`config.mk`:
```
export PLATFORM = sky130hd
export DESIGN_NAME = link_mark_seq
export DESIGN_NICKNAME = d
export VERILOG_FILES = /design/src/rtl/lms_pkg.sv /design/src/rtl/lms_decode.sv /design/src/rtl/lms_addr.sv /design/src/rtl/link_mark_seq.sv
export SDC_FILE = /design/constraint.sdc
export NUM_CORES = 1
export LEC_CHECK = 0
export CAP_MARGIN = 20
export CORE_MARGIN = 2
export CORE_UTILIZATION = 30
export DETAILED_ROUTE_END_ITERATION = 10
export DONT_BUFFER_PORTS = 1
export PLACE_DENSITY = 0.45
export SYNTH_ARGS = -nofsm -noshare
export SYNTH_HDL_FRONTEND = slang
export SYNTH_HIERARCHICAL = 1
export SYNTH_SLANG_ARGS = --single-unit
```
`constraint.sdc`:
```
create_clock -name clk -period 3.6 [get_ports clk]
set_input_delay 0.54 -clock clk [delete_from_list [all_inputs] [get_ports clk]]
set_output_delay 0.54 -clock clk [all_outputs]
set_load 0.1 [all_outputs]
```
`src/rtl/lms_pkg.sv`:
```
package lms_pkg;
    typedef enum logic [3:0] {
        S_IDLE, S_TRAP,
        S_J_PUSH, S_J_SP, S_J_LINK, S_J_PC,
        S_M_SP, S_M_PC, S_M_POP, S_M_R5, S_M_SPINC,
        S_DONE
    } lms_state_e;

    localparam logic [6:0] JSR_PATTERN  = 7'b0000100;
    localparam logic [9:0] MARK_PATTERN = 10'b0000110100;
endpackage

```
`src/rtl/lms_decode.sv`:
```
module lms_decode
    import lms_pkg::*;
#(
    parameter int W      = 16,
    parameter int RI     = 3,
    parameter int SP_IDX = 6,
    parameter int PC_IDX = 7
) (
    input  logic [W-1:0]  instr,
    output logic          is_jsr,
    output logic          is_mark,
    output logic          illegal,
    output logic [RI-1:0] link_sel,
    output logic [5:0]    mark_n
);
    logic [RI-1:0] dst_reg;
    logic [2:0]    dst_mode;
    logic          bad_jsr;

    assign is_jsr   = (instr[15:9] == JSR_PATTERN);
    assign is_mark  = (instr[15:6] == MARK_PATTERN);
    assign link_sel = instr[8:6];
    assign dst_reg  = instr[2:0];
    assign dst_mode = instr[5:3];
    assign mark_n   = instr[5:0];

    always_comb begin
        bad_jsr = 1'b0;
        if (link_sel == RI'(SP_IDX))
            bad_jsr = 1'b1;
        if ((link_sel == dst_reg) && (link_sel != RI'(PC_IDX)))
            bad_jsr = 1'b1;
        if (dst_mode == 3'd0)
            bad_jsr = 1'b1;
    end

    assign illegal = !(is_jsr || is_mark) || (is_jsr && bad_jsr);
endmodule

```
`src/rtl/lms_addr.sv`:
```
module lms_addr #(
    parameter int W = 16
) (
    input  logic [W-1:0] sp_val,
    input  logic [W-1:0] pc_val,
    input  logic [5:0]   n_val,
    output logic [W-1:0] push_addr,
    output logic [W-1:0] frame_sp,
    output logic [W-1:0] after_pop
);
    localparam logic [W-1:0] WORD_BYTES = W'(2);

    assign push_addr = sp_val - WORD_BYTES;
    assign frame_sp  = pc_val + W'({n_val, 1'b0});
    assign after_pop = frame_sp + WORD_BYTES;
endmodule

```
`src/rtl/link_mark_seq.sv`:
```
module link_mark_seq
    import lms_pkg::*;
#(
    parameter int W      = 16,
    parameter int NREG   = 8,
    parameter int SP_IDX = 6,
    parameter int PC_IDX = 7,
    parameter int FP_IDX = 5
) (
    input  logic                clk,
    input  logic                rst_n,
    input  logic                start,
    input  logic [W-1:0]        instr,
    input  logic [W-1:0]        eff_addr,
    input  logic [NREG*W-1:0]   reg_bus,
    output logic                mem_req,
    output logic                mem_we,
    output logic [W-1:0]        mem_addr,
    output logic [W-1:0]        mem_wdata,
    input  logic [W-1:0]        mem_rdata,
    input  logic                mem_ready,
    output logic                rf_we,
    output logic [$clog2(NREG)-1:0] rf_idx,
    output logic [W-1:0]        rf_wdata,
    output logic                busy,
    output logic                done,
    output logic                trap
);
    localparam int RI = $clog2(NREG);

    lms_state_e st, nx;

    logic [W-1:0] regs [NREG];
    for (genvar g = 0; g < NREG; g++) begin : g_unpack
        assign regs[g] = reg_bus[g*W +: W];
    end

    logic          is_jsr, is_mark, illegal;
    logic [RI-1:0] link_sel;
    logic [5:0]    mark_n;

    lms_decode #(.W(W), .RI(RI), .SP_IDX(SP_IDX), .PC_IDX(PC_IDX)) u_dec (
        .instr(instr), .is_jsr(is_jsr), .is_mark(is_mark), .illegal(illegal),
        .link_sel(link_sel), .mark_n(mark_n)
    );

    logic [RI-1:0] lnk_q;
    logic [W-1:0]  lval_q, pc_q, sp_q, r5_q, ea_q, pop_q;
    logic [5:0]    n_q;
    logic [W-1:0]  push_addr, frame_sp, after_pop, raw_addr;

    lms_addr #(.W(W)) u_addr (
        .sp_val(sp_q), .pc_val(pc_q), .n_val(n_q),
        .push_addr(push_addr), .frame_sp(frame_sp), .after_pop(after_pop)
    );

    always_ff @(posedge clk or negedge rst_n) begin
        if (!rst_n) st <= S_IDLE;
        else        st <= nx;
    end

    always_comb begin
        nx = st;
        unique case (st)
            S_IDLE:    if (start) nx = illegal ? S_TRAP : (is_jsr ? S_J_PUSH : S_M_SP);
            S_TRAP:    nx = S_IDLE;
            S_J_PUSH:  if (mem_ready) nx = S_J_SP;
            S_J_SP:    nx = S_J_LINK;
            S_J_LINK:  nx = S_J_PC;
            S_J_PC:    nx = S_DONE;
            S_M_SP:    nx = S_M_PC;
            S_M_PC:    nx = S_M_POP;
            S_M_POP:   if (mem_ready) nx = S_M_R5;
            S_M_R5:    nx = S_M_SPINC;
            S_M_SPINC: nx = S_DONE;
            S_DONE:    nx = S_IDLE;
            default:   nx = S_IDLE;
        endcase
    end

    always_ff @(posedge clk or negedge rst_n) begin
        if (!rst_n) begin
            lnk_q <= '0; lval_q <= '0; pc_q <= '0; sp_q <= '0;
            r5_q <= '0; ea_q <= '0; n_q <= '0; pop_q <= '0;
        end else begin
            if (st == S_IDLE && start) begin
                lnk_q  <= link_sel;
                lval_q <= regs[link_sel];
                pc_q   <= regs[PC_IDX];
                sp_q   <= regs[SP_IDX];
                r5_q   <= regs[FP_IDX];
                ea_q   <= eff_addr;
                n_q    <= mark_n;
            end
            if (st == S_M_POP && mem_ready)
                pop_q <= mem_rdata;
        end
    end

    always_comb begin
        mem_req = 1'b0; mem_we = 1'b0; raw_addr = '0; mem_wdata = '0;
        rf_we = 1'b0; rf_idx = '0; rf_wdata = '0;
        done = 1'b0; trap = 1'b0;
        busy = (st != S_IDLE);
        unique case (st)
            S_IDLE:    ;
            S_TRAP:    trap = 1'b1;
            S_J_PUSH:  begin mem_req = 1'b1; mem_we = 1'b1; raw_addr = push_addr; mem_wdata = lval_q; end
            S_J_SP:    begin rf_we = 1'b1; rf_idx = RI'(SP_IDX); rf_wdata = push_addr; end
            S_J_LINK:  begin rf_we = 1'b1; rf_idx = lnk_q;       rf_wdata = pc_q; end
            S_J_PC:    begin rf_we = 1'b1; rf_idx = RI'(PC_IDX); rf_wdata = ea_q; end
            S_M_SP:    begin rf_we = 1'b1; rf_idx = RI'(SP_IDX); rf_wdata = frame_sp; end
            S_M_PC:    begin rf_we = 1'b1; rf_idx = RI'(PC_IDX); rf_wdata = r5_q; end
            S_M_POP:   begin mem_req = 1'b1; raw_addr = frame_sp; end
            S_M_R5:    begin rf_we = 1'b1; rf_idx = RI'(FP_IDX); rf_wdata = pop_q; end
            S_M_SPINC: begin rf_we = 1'b1; rf_idx = RI'(SP_IDX); rf_wdata = after_pop; end
            S_DONE:    done = 1'b1;
            default:   ;
        endcase
        mem_addr = {raw_addr[W-1:1], 1'b0};
    end

    AST_REQ_HELD: assert property (@(posedge clk) disable iff (!rst_n)
        (mem_req && !mem_ready) |=> (mem_req && $stable(mem_addr) && $stable(mem_we) && $stable(mem_wdata)))
        else $error("AST_REQ_HELD");
    AST_TRAP_PULSE: assert property (@(posedge clk) disable iff (!rst_n)
        trap |=> (!trap && !busy))
        else $error("AST_TRAP_PULSE");
    AST_TRAP_QUIET: assert property (@(posedge clk) disable iff (!rst_n)
        trap |-> (!rf_we && !mem_req && !done))
        else $error("AST_TRAP_QUIET");
    AST_ONE_ACTION: assert property (@(posedge clk) disable iff (!rst_n)
        rf_we |-> !mem_req)
        else $error("AST_ONE_ACTION");
    AST_DONE_PULSE: assert property (@(posedge clk) disable iff (!rst_n)
        done |=> (!done && !busy))
        else $error("AST_DONE_PULSE");
    AST_START_TAKEN: assert property (@(posedge clk) disable iff (!rst_n)
        (start && !busy) |=> busy)
        else $error("AST_START_TAKEN");
endmodule

```
==> run metrics <==
status=finished with violations; violated checks=setup timing; Multi-input gate area=5190 µm²; first-pass GRT wire length=46800 µm; I/O pins=237; met3 wire length=1630 µm; Worst-Skew Late Latency=370 ps; Fill cells=2523; Layout Skew=14.7 ps; syn_area_per_cell=10.3 µm²; Worst path top cell family by delay=compound AO/OA/AOI/OAI gates; Crit-path slowest cell=dfrtp_1; Worst setup SP type=flop; pre-CTS setup slack=-250 ps; Netlist Area Pre-Place=7880 µm²; Arrival @ worst endpoint=3490 ps; final hold violation count=0; final worst slack=-429 ps; met1 WL=14200 µm; vias in the first global route=7078; clk sink count=109; routed wl met2=14400 µm; GPL Wtd Cong=0.893; Crit. Startpoint=n_q[0]; drt drc=0; CTS Root Cell=clkbuf_16; Clock Path Buffers=2; Tightest Pin Transition=765 ps; initial antenna violation count=3; crit path time final=4030 ps; final wirelength=31200 µm; Initial Utilization=30.4%; total number of vias=6643; Syn Inst Count=762; Synthesis Warnings=6; Peak Freq=248 MHz; Slew HR=49.0%; Worst Setup End Kind=primary output; DR pass1 iterations=5; total gr overflow=0; Std-Cell Rows=59; Hold WS=101 ps; CTS tree=done; drt wl/cell=26.3 µm; Die Area=27600 µm²; setup_tns=-2620 ps; largest net degree at the start of global routing=110; DR iter-0 viols=384; nets=1032; Cells after DPL=1156; global-route usage over all layers=22.6%; Reg2Reg Launch Point=st[2]; Routed Antenna Nets=0; CP Class=flop to primary output; layout cell share with drive strength beyond 1=40.1%; H-tree depth=3; DR vias/cell=5.59; die height=166 µm; worst hold path type=input pin to asynchronous set/reset pin; crit-path cells=ha_2 > inv_2 > fa_2 > and2b_4 > o31ai_4 > buf_4 > a2111o_1 > a21oi_2 > o21ai_2 > nor3b_4 > xor2_1 > a32oi_2 > o221ai_4 > buf_12; register area=2730 µm²; core area=25900 µm²; CTS buffer count=9; I/O Buffers=0; Syn Nets=951; Final setup viols=10; final instance count without filler cells=1189; unrepaired setup endpoints after global routing=yes; fin. max-slew vios=0; clock-pin slew on the worst setup and hold paths=90 ps; Top Metal Used=met4; Worst Path Required=3060 ps; Layout area overhead=29.4%; DP HPWL=24900 µm; fin crit share=112%; die width=166 µm; CP Max Fanout=5; Slowest Stage Delay on Critical Path=360 ps; Bufs and invs on worst path=3; max_cap viols=0
final timing paths:
| path | endpoint | slack [ps] | cells after the start |
|---|---|---|---|
| hold / removal | st[1] | 100 | 1 |
| max in group asynchronous | pc_q[2] | 3030 | 1 |
| setup reg to reg | n_q[1] | 1030 | 6 |
| min in group clk | sp_q[8] | 290 | 1 |
| hold reg to reg | lval_q[13] | 490 | 2 |
| setup / recovery | rf_wdata[15] | -430 | 14 |
cells in the final DEF (no fill, tap or decap), drive strengths merged, types with 10 or more instances in the layout:
cell    instances
dfrtp         109
o21ai          40
nor3           11
mux2i          65
a22oi          62
mux2          102
nor2b          11
a21oi          10
o221ai         10
nand2          46
nor2           24
xor2           22
and3           20
a22o           19
inv            20
buf           139
xnor2          17
routing by layer:
layer	track usage, %	up-vias
li1	-	3022
met1	31.3	3331
met2	34.9	254
met3	3.65	36
met4	9.60	0
met5	0	-
sequential cells by signal, indices dropped and copies added (netlist names):
register and cells:
pop_q 16, r5_q 16, sp_q 16, pc_q 16, st 4, lval_q 16
lnk_q 3, ea_q 16, n_q 6
final cells by class:
cell class,count,share of cell area [%]
diodes,6,0.147
clock buffers,9,2.21
clock inverters,7,0.895
inverters,17,0.626
multi-input cells,567,50.9
flip-flops and latches,109,26.7
well taps,335,4.11
repair buffers,139,14.4
per-stage QoR:
| stage | instance area [µm²] | utilization (%) |
|---|---|---|
| final | 10200 | 39.4 |
| after CTS | 9960 | 38.4 |
| after global placement | 9380 | 36.2 |
| after detailed placement | 9380 | 36.2 |
| after global routing | 10200 | 39.4 |
| after floorplan | 8000 | - |
what timing repair did:
item,4_1_cts,5_1_grt
cloned,0,0
endpoints found under the setup margin,13,16
pin swaps,22,28
hold buffers,1,0
resized for setup,38,39
endpoints found under the hold margin,109,0
buffers inserted,8,4
Power is not shown: default switching activity piles up to over one toggle a cycle in this logic, so the estimate is an artifact.
